### config.mk
export PLATFORM = sky130hd
export DESIGN_NAME = sar_ctrl_port
export DESIGN_NICKNAME = d
export VERILOG_FILES = /design/src/rtl/sar_pkg.sv /design/src/rtl/sar_seq.sv /design/src/rtl/sar_outfmt.sv /design/src/rtl/sar_ctrl_port.sv
export SDC_FILE = /design/constraint.sdc
export NUM_CORES = 1
export LEC_CHECK = 0
export ABC_CLOCK_PERIOD_IN_PS = 1700
export CAP_MARGIN = 20
export CORE_ASPECT_RATIO = 0.9
export CORE_MARGIN = 1.5
export CORE_UTILIZATION = 47
export DETAILED_ROUTE_END_ITERATION = 10
export PLACE_DENSITY_LB_ADDON = 0.15
export SYNTH_ARGS = -nofsm -noshare
export SYNTH_HDL_FRONTEND = slang
export SYNTH_HIERARCHICAL = 1
export SYNTH_SLANG_ARGS = --single-unit
### constraint.sdc
create_clock -name clk -period 1.7 [get_ports clk]
set_clock_uncertainty 0.2 [all_clocks]
set_input_delay 0.51 -clock clk [delete_from_list [all_inputs] [get_ports clk]]
set_output_delay 0.51 -clock clk [all_outputs]
set_load 0.02 [all_outputs]
### src/rtl/sar_pkg.sv
package sar_pkg;

  // Sequencer phases: waiting, deciding bits, committing the result
  typedef enum logic [1:0] {
    ST_IDLE  = 2'd0,
    ST_CONV  = 2'd1,
    ST_LATCH = 2'd2
  } seq_state_e;

endpackage

### src/rtl/sar_seq.sv
module sar_seq
  import sar_pkg::*;
#(
  parameter int W = 16
) (
  input  logic         clk,
  input  logic         rst,
  input  logic         conv_n,
  input  logic         pwr_dn,
  input  logic         cmp_bit,
  output logic         busy,
  output logic [W-1:0] trial,
  output logic [W-1:0] result
);

  localparam int             IW       = $clog2(W);
  localparam logic [W-1:0]   MSB_ONLY = {1'b1, {(W-1){1'b0}}};
  localparam logic [IW-1:0]  TOP_IDX  = IW'(W - 1);

  // Decide the bit at pos, then raise the next lower bit as the new trial
  function automatic logic [W-1:0] next_trial(input logic [W-1:0]  cur,
                                              input logic [IW-1:0] pos,
                                              input logic          keep);
    logic [W-1:0] t;
    t      = cur;
    t[pos] = keep;
    if (pos != '0) t[pos - IW'(1)] = 1'b1;
    return t;
  endfunction

  seq_state_e    state;
  logic [IW-1:0] idx;
  logic [W-1:0]  trial_q;
  logic [W-1:0]  result_q;
  logic          busy_q;
  logic          conv_q;

  // Named internal events
  logic conv_fall;
  logic start_evt;
  logic decide_evt;
  logic last_bit;
  logic latch_evt;

  assign conv_fall  = conv_q & ~conv_n;
  assign start_evt  = (state == ST_IDLE) && conv_fall && !pwr_dn;
  assign decide_evt = (state == ST_CONV);
  assign last_bit   = decide_evt && (idx == '0);
  assign latch_evt  = (state == ST_LATCH);

  always_ff @(posedge clk) begin
    if (rst) begin
      conv_q   <= 1'b1;
      state    <= ST_IDLE;
      idx      <= '0;
      trial_q  <= '0;
      result_q <= '0;
      busy_q   <= 1'b0;
    end else begin
      conv_q <= conv_n;
      case (state)
        ST_IDLE: begin
          if (start_evt) begin
            state   <= ST_CONV;
            idx     <= TOP_IDX;
            trial_q <= MSB_ONLY;
            busy_q  <= 1'b1;
          end
        end
        ST_CONV: begin
          trial_q <= next_trial(trial_q, idx, cmp_bit);
          if (last_bit) state <= ST_LATCH;
          else          idx   <= idx - IW'(1);
        end
        ST_LATCH: begin
          result_q <= trial_q;
          busy_q   <= 1'b0;
          state    <= ST_IDLE;
        end
        default: state <= ST_IDLE;
      endcase
    end
  end

  assign busy   = busy_q;
  assign trial  = trial_q;
  assign result = result_q;


  start_busy_chk: assert property (@(posedge clk) disable iff (rst)
    start_evt |=> busy);


  first_trial_chk: assert property (@(posedge clk) disable iff (rst)
    start_evt |=> (trial == MSB_ONLY));


  latch_done_chk: assert property (@(posedge clk) disable iff (rst)
    latch_evt |=> !busy);


  busy_hold_chk: assert property (@(posedge clk) disable iff (rst)
    (busy && !latch_evt) |=> busy);


  result_hold_chk: assert property (@(posedge clk) disable iff (rst)
    !latch_evt |=> $stable(result));


  pwrdn_block_chk: assert property (@(posedge clk) disable iff (rst)
    (!busy && pwr_dn) |=> !busy);

endmodule

### src/rtl/sar_outfmt.sv
module sar_outfmt #(
  parameter int W = 16
) (
  input  logic [W-1:0] result,
  input  logic         byte_swap,
  input  logic         twos_sel,
  input  logic         cs_n,
  input  logic         rd_n,
  output logic [W-1:0] data_out,
  output logic         data_oe
);

  localparam int NB = W / 8;

  // Two's complement of an offset-binary code: flip the sign position
  function automatic logic [W-1:0] recode(input logic [W-1:0] v, input logic twos);
    logic [W-1:0] r;
    r        = v;
    r[W-1]   = v[W-1] ^ twos;
    return r;
  endfunction

  logic [W-1:0] coded;
  logic [W-1:0] swapped;
  logic [W-1:0] lane_sel;

  assign coded = recode(result, twos_sel);

  // Byte-lane reversal, one lane per generate step
  for (genvar g = 0; g < NB; g++) begin : g_lane
    assign swapped[g*8 +: 8] = coded[(NB-1-g)*8 +: 8];
  end

  assign lane_sel = byte_swap ? swapped : coded;
  assign data_oe  = !cs_n && !rd_n;
  assign data_out = data_oe ? lane_sel : '0;


  always_comb begin
    if (cs_n || rd_n) begin
      bus_quiet_chk: assert (data_out == '0);
    end
  end

endmodule

### src/rtl/sar_ctrl_port.sv
module sar_ctrl_port #(
  parameter int W = 16
) (
  input  logic         clk,
  input  logic         rst,
  input  logic         conv_n,
  input  logic         pwr_dn,
  input  logic         cmp_bit,
  output logic [W-1:0] trial_code,
  output logic         busy,
  input  logic         cs_n,
  input  logic         rd_n,
  input  logic         byte_swap,
  input  logic         twos_sel,
  output logic [W-1:0] data_out,
  output logic         data_oe
);

  logic [W-1:0] result_w;

  sar_seq #(.W(W)) seq_i (
    .clk     (clk),
    .rst     (rst),
    .conv_n  (conv_n),
    .pwr_dn  (pwr_dn),
    .cmp_bit (cmp_bit),
    .busy    (busy),
    .trial   (trial_code),
    .result  (result_w)
  );

  sar_outfmt #(.W(W)) fmt_i (
    .result    (result_w),
    .byte_swap (byte_swap),
    .twos_sel  (twos_sel),
    .cs_n      (cs_n),
    .rd_n      (rd_n),
    .data_out  (data_out),
    .data_oe   (data_oe)
  );

endmodule

## Word-level counts from Yosys, hierarchy flattened

Index checks and enable logic that the tools add are counted.

- Bitwise operators: 4
- Order comparisons: 4
- Mux-type cells: 18
- Equality and inequality tests: 5
- Add/subtract/negate cells: 1
- Reduce and logical (&&, ||, !) cells: 18

Operators by type and width:

| cell | count |
|---|---|
| 16-bit two-way mux | 4 |
| 16-bit one-hot mux with 2 select lines | 1 |
| 16-bit bitwise mux | 1 |
| 16-bit bitwise OR | 1 |
| 4-bit by 5-bit < comparator with 1-bit output, second input constant | 2 |
| 1-bit demux with 4-bit select | 2 |
| 4-bit by 1-bit >= comparator with 1-bit output, second input constant | 2 |
| 4-bit two-way mux | 2 |
| 4-bit one-hot mux with 2 select lines | 1 |
| 1-bit logical AND | 6 |
| 2-bit AND reduction | 3 |
| 4-bit zero test | 1 |
| 2-bit two-way mux | 2 |
| 2-bit inequality test, second input constant | 2 |
| 2-bit one-hot mux with 2 select lines | 1 |
| 2-bit nonzero test | 2 |
| 4-bit nonzero test | 1 |
| 4-bit by 1-bit subtractor with 4-bit output, second input constant | 1 |
| 1-bit zero test | 3 |
| 1-bit two-way mux | 3 |
| 3-bit AND reduction | 1 |
| 2-bit by 1-bit equality test with 1-bit output, second input constant | 1 |
| 2-bit equality test, second input constant | 1 |
| 2-bit zero test | 1 |
| 5 further kinds | 5 |

- Output and inout bits: 34
- Input port bits: 9
- Bits in registers: 40

## Longest topological paths before layout

- Depth after elaboration: 8
- Mapped depth: 8
- Gate-level depth less buffers: 6

## Cells and area by module

Netlist, hierarchy kept.

By module, submodules not included:

| module | cells an instance | sequential area each (um^2) | area each (um^2) | times used |
|---|---|---|---|---|
| sar_seq | 256 | 800.8 | 2023.2 | 1 |
| sar_outfmt | 40 | 0.0 | 292.8 | 1 |

## Worst setup path before layout

No wires, ideal clock.

- Kind: input port to output port
- From: input rd_n
- To: output data_out[15]
- Setup slack: -0.402 ns
- Required time: 0.990 ns
- Path buffers: 1
- Arrival: 1.392 ns
- Stages: 3
- Cells stage by stage: or2_1 -> buf_6 -> a211oi_1

- Longest elaborated chain between the ends: 3

Ends and longest elaborated chain:

| item | line | source |
|---|---|---|
| start, declared | sar_ctrl_port.sv:12 | `input logic rd_n,` |
| 1-bit zero test | sar_outfmt.sv:35 | `assign data_oe = !cs_n && !rd_n;` |
| 1-bit logical AND | sar_outfmt.sv:35 |  |
| 16-bit two-way mux | sar_outfmt.sv:36 | `assign data_out = data_oe ? lane_sel : '0;` |
| end, declared | sar_ctrl_port.sv:15 | `output logic [W-1:0] data_out,` |

No other way between the ends.

## Worst setup path after layout

- From: input cs_n
- To: output data_out[7]

- Longest elaborated chain between the ends: 3

Ends and longest elaborated chain:

| item | line | source |
|---|---|---|
| start, declared | sar_ctrl_port.sv:11 | `input logic cs_n,` |
| 1-bit zero test | sar_outfmt.sv:35 |  |
| 1-bit logical AND | sar_outfmt.sv:35 |  |
| 16-bit two-way mux | sar_outfmt.sv:36 |  |

No other way between the ends.

==> results.md <==
* Ant diodes at 0
* Minimum clock period at 2.01 ns
* Initial DRC count at roughly 200
* Die area at 5360 um2
* Final setup margin at -0.306 ns
* Fin util at 0.754
* Syn Std Cell Area at roughly 2300 um2
* Most frequent cell after synthesis: nand2_1
* Seq cells post-synth at 40
* NetSw at 0.745 mW
* CP max-delay cell: or2_4
* Synth area leaders: dfxtp_1 (35%), a21oi_1 (7.8%), nand2_1 (7.5%)
* Avg Cell Area, Syn at 7.82 um2
* Yosys cell types at 51
* Port bufs at 42
* Critical Path Most Common Cell: buf_6
* First-pass GRT wire length at ~12000 um
* Total power at between 2 and 2.5 mW
* Top cell types by occurrence after synthesis: nand2_1 (46), dfxtp_1 (40), a21oi_1 (36)
* Hold_buf cts at 0
* Die W at 77.0 um
* Clk buf depth at 2
* DR pass1 iterations at 4
* Synth-to-Final Area Change at 56.5%
* DRC at 0
* CP startpoint: cs_n
* Crit path largest cell delay at around 0.26 ns
* Unrepaired setup endpoints after global routing: true
* Root buffer cell: clkbuf_8
* Initial core utilization at 0.482
* Routed wire per std cell at 16.4 um
* Status: finished with violations
* Core area at 4800 um2
* Syn_nets at 309
* IO Pins at between 40 and 50
* Total Neg Setup Slack at -4.45 ns
* Reg power frac at 0.419
* Internal power at 1.62 mW
* Fin cells at 445
* Final setup violating endpoints at 17
* Top_reg_cell synth: dfxtp_1
* Gr ovfl total at 0
* Failing checks: negative setup slack
* Tightest Pin Transition at 0.337 ns
* CP endpoint kind: primary output
* CP Cell Sequence: buf_6, or2_4, buf_6, a211oi_4, buf_6
* Arrival @ worst endpoint at 1.30 ns
* Clk slew on worst S/H paths at 0.07 ns
* Comb power frac at 0.301
* Crit path buf inv count at 3
* Worst EP required at 0.99 ns
* Area leader, netlist: dfxtp_1
* Startpoint class of the critical path: primary input
* CTS Buf Count at 5
* Clk Latency, worst-skew pair at 0.30 ns
* Initial antenna violation count at 0
* Synthesis Warnings at 6
* Top-area cell type share of the netlist area at 0.346
* Fin nets at 392
* Sw Ratio at 0.316
* Leakage at 1.39 nW
* Critical R2R Launch: seq_i/idx[1]
* EDFF count, synth at 0
* Fin Hold WS at 0.224 ns
* Proportion of power drawn by the clock network at 0.280
* # rows at 24
* Min-delay worst type: primary input to register
* Hold_sp: conv_n
* Layout cells sized above 1 at 0.442
* Post-DP Area at roughly 3200 um2
* Crit path kind: primary input to primary output
* Post-route cell area at 3620 um2
* Chip Height at 69.6 um
* Max Slew Vio Count at 0
* Final ANT Viol Nets at 0
* Via count at 2533
* Asr flop ratio synth at 0
* Max-capacitance violation count at 0
* Clk sinks at 40
* Largest net degree at the start of global routing at 23
* Fin. Hold Viols at 0
* Routed vias/inst at 5.69
* Drt total wl at 7290 um
* PD cells at 652 nW/um2
* CP Max Fanout at 3
* Placed cell count at 432
* Post-synthesis cell count at 296
* Peak VDD IR at 488 uV
* Pre-CTS setup slack at -1.14 ns
* Top delay family on crit path: buffers and inverters
* RePlAce Congestion at 0.949
* CTS tree: built
* Crit share post-route at 1.18
* FMAX at 499 MHz
* Rel. slew slack at 0.775
* Vias in the first global route at 2437
* H-Tree Depth at 2
* Detailed placement HPWL at 4780 um
* Seq/Total Area, Yosys at 0.346
* Tot GR Track Use at 0.278
## sequential cells by signal, summed over array words and instances, names as in the netlist
name	flops
seq_i/trial	16
seq_i/busy	1
seq_i/conv_q	1
seq_i/idx	4
seq_i/result	16
seq_i/state	2
## logic make-up (layout without fill, tap and decap cells)
logic type               Yosys count  after routing  share of synthesized area
XOR/XNOR                           1              1                    0.00378
AO/OA/AOI/OAI                     95             95                      0.256
buffers and inverters             33            117                     0.0837
multiplexers                      16             16                     0.0697
flip-flops                        40             40                      0.346
adder cells (fa/ha/maj)            4              4                     0.0216
AND/OR/NAND/NOR                  107            107                      0.219
## power groups by stage
stage          Sequential (mW)  Clock [mW]  Combinational (mW)
3_3_place_gp              1.01           0               0.563
3_5_place_dp              1.01           0               0.571
2_1_floorplan             1.01           0               0.352
4_1_cts                  0.985       0.679               0.637
6_report                 0.989       0.662               0.711
5_1_grt                  0.992       0.715               0.747
## final timing paths
kind | to | slack (ns) | cells after the start
setup / recovery | data_out[7] | -0.31 | 5
hold / removal | seq_i/conv_q | 0.22 | 2
setup reg to reg | seq_i/trial[12] | 0.02 | 7
hold reg to reg | seq_i/busy | 0.29 | 2
## layer usage
layer  vias up  GRT usage  wire [um]
met3        22     0.0566        415
met5         -          0          0
met2        96      0.476       3640
li1       1205          -          -
met4         0     0.0929        190
met1      1210      0.349       3040
## worst reg2reg max path, cell delays in order, from the launching register on
cell       delay [ns]
dfxtp_2          0.33
inv_2            0.07
ha_4             0.18
buf_4            0.14
mux2_2           0.36
o2bb2ai_1        0.14
nand2_1          0.09
a21oi_1          0.06
## cells in the final DEF, fill, tap and decap left out, types with 3 or more instances in the layout
cell type,netlist,final
buf_16,0,3
a21oi_1,36,34
clkbuf_2,0,8
dfxtp_1,40,36
o21ai_1,19,17
nand2_1,46,45
inv_2,1,4
o21ai_0,5,5
a31oi_1,3,3
nor2_4,0,10
inv_1,6,3
ha_4,0,4
mux2i_1,15,4
nor2_2,1,8
buf_6,4,10
a22oi_1,5,3
nor3_1,4,4
clkbuf_8,0,6
nand2b_1,5,4
dfxtp_2,0,4
clkdlybuf4s15_1,0,9
buf_4,1,64
nor2b_1,9,8
o2bb2ai_1,5,5
mux2i_4,0,9
nor2_1,26,9
## final cells by class
type / instances / area (um2)
Clock buffer: 6 / 82.6
Clock inverter: 2 / 10.0
Fill cell: 345 / 1180
Inverter: 7 / 26.3
Multi-Input combinational cell: 223 / 1710
Sequential cell: 40 / 806
Tap cell: 65 / 81.3
Timing Repair Buffer: 102 / 907
## timing repair
action	4_1_cts	5_1_grt
buffers inserted	0	2
setup endpoints to repair	56	49
gates resized for setup	175	46
pin swaps	9	18
cloned	3	0
Note: power is estimated with default switching activity, not from simulation.
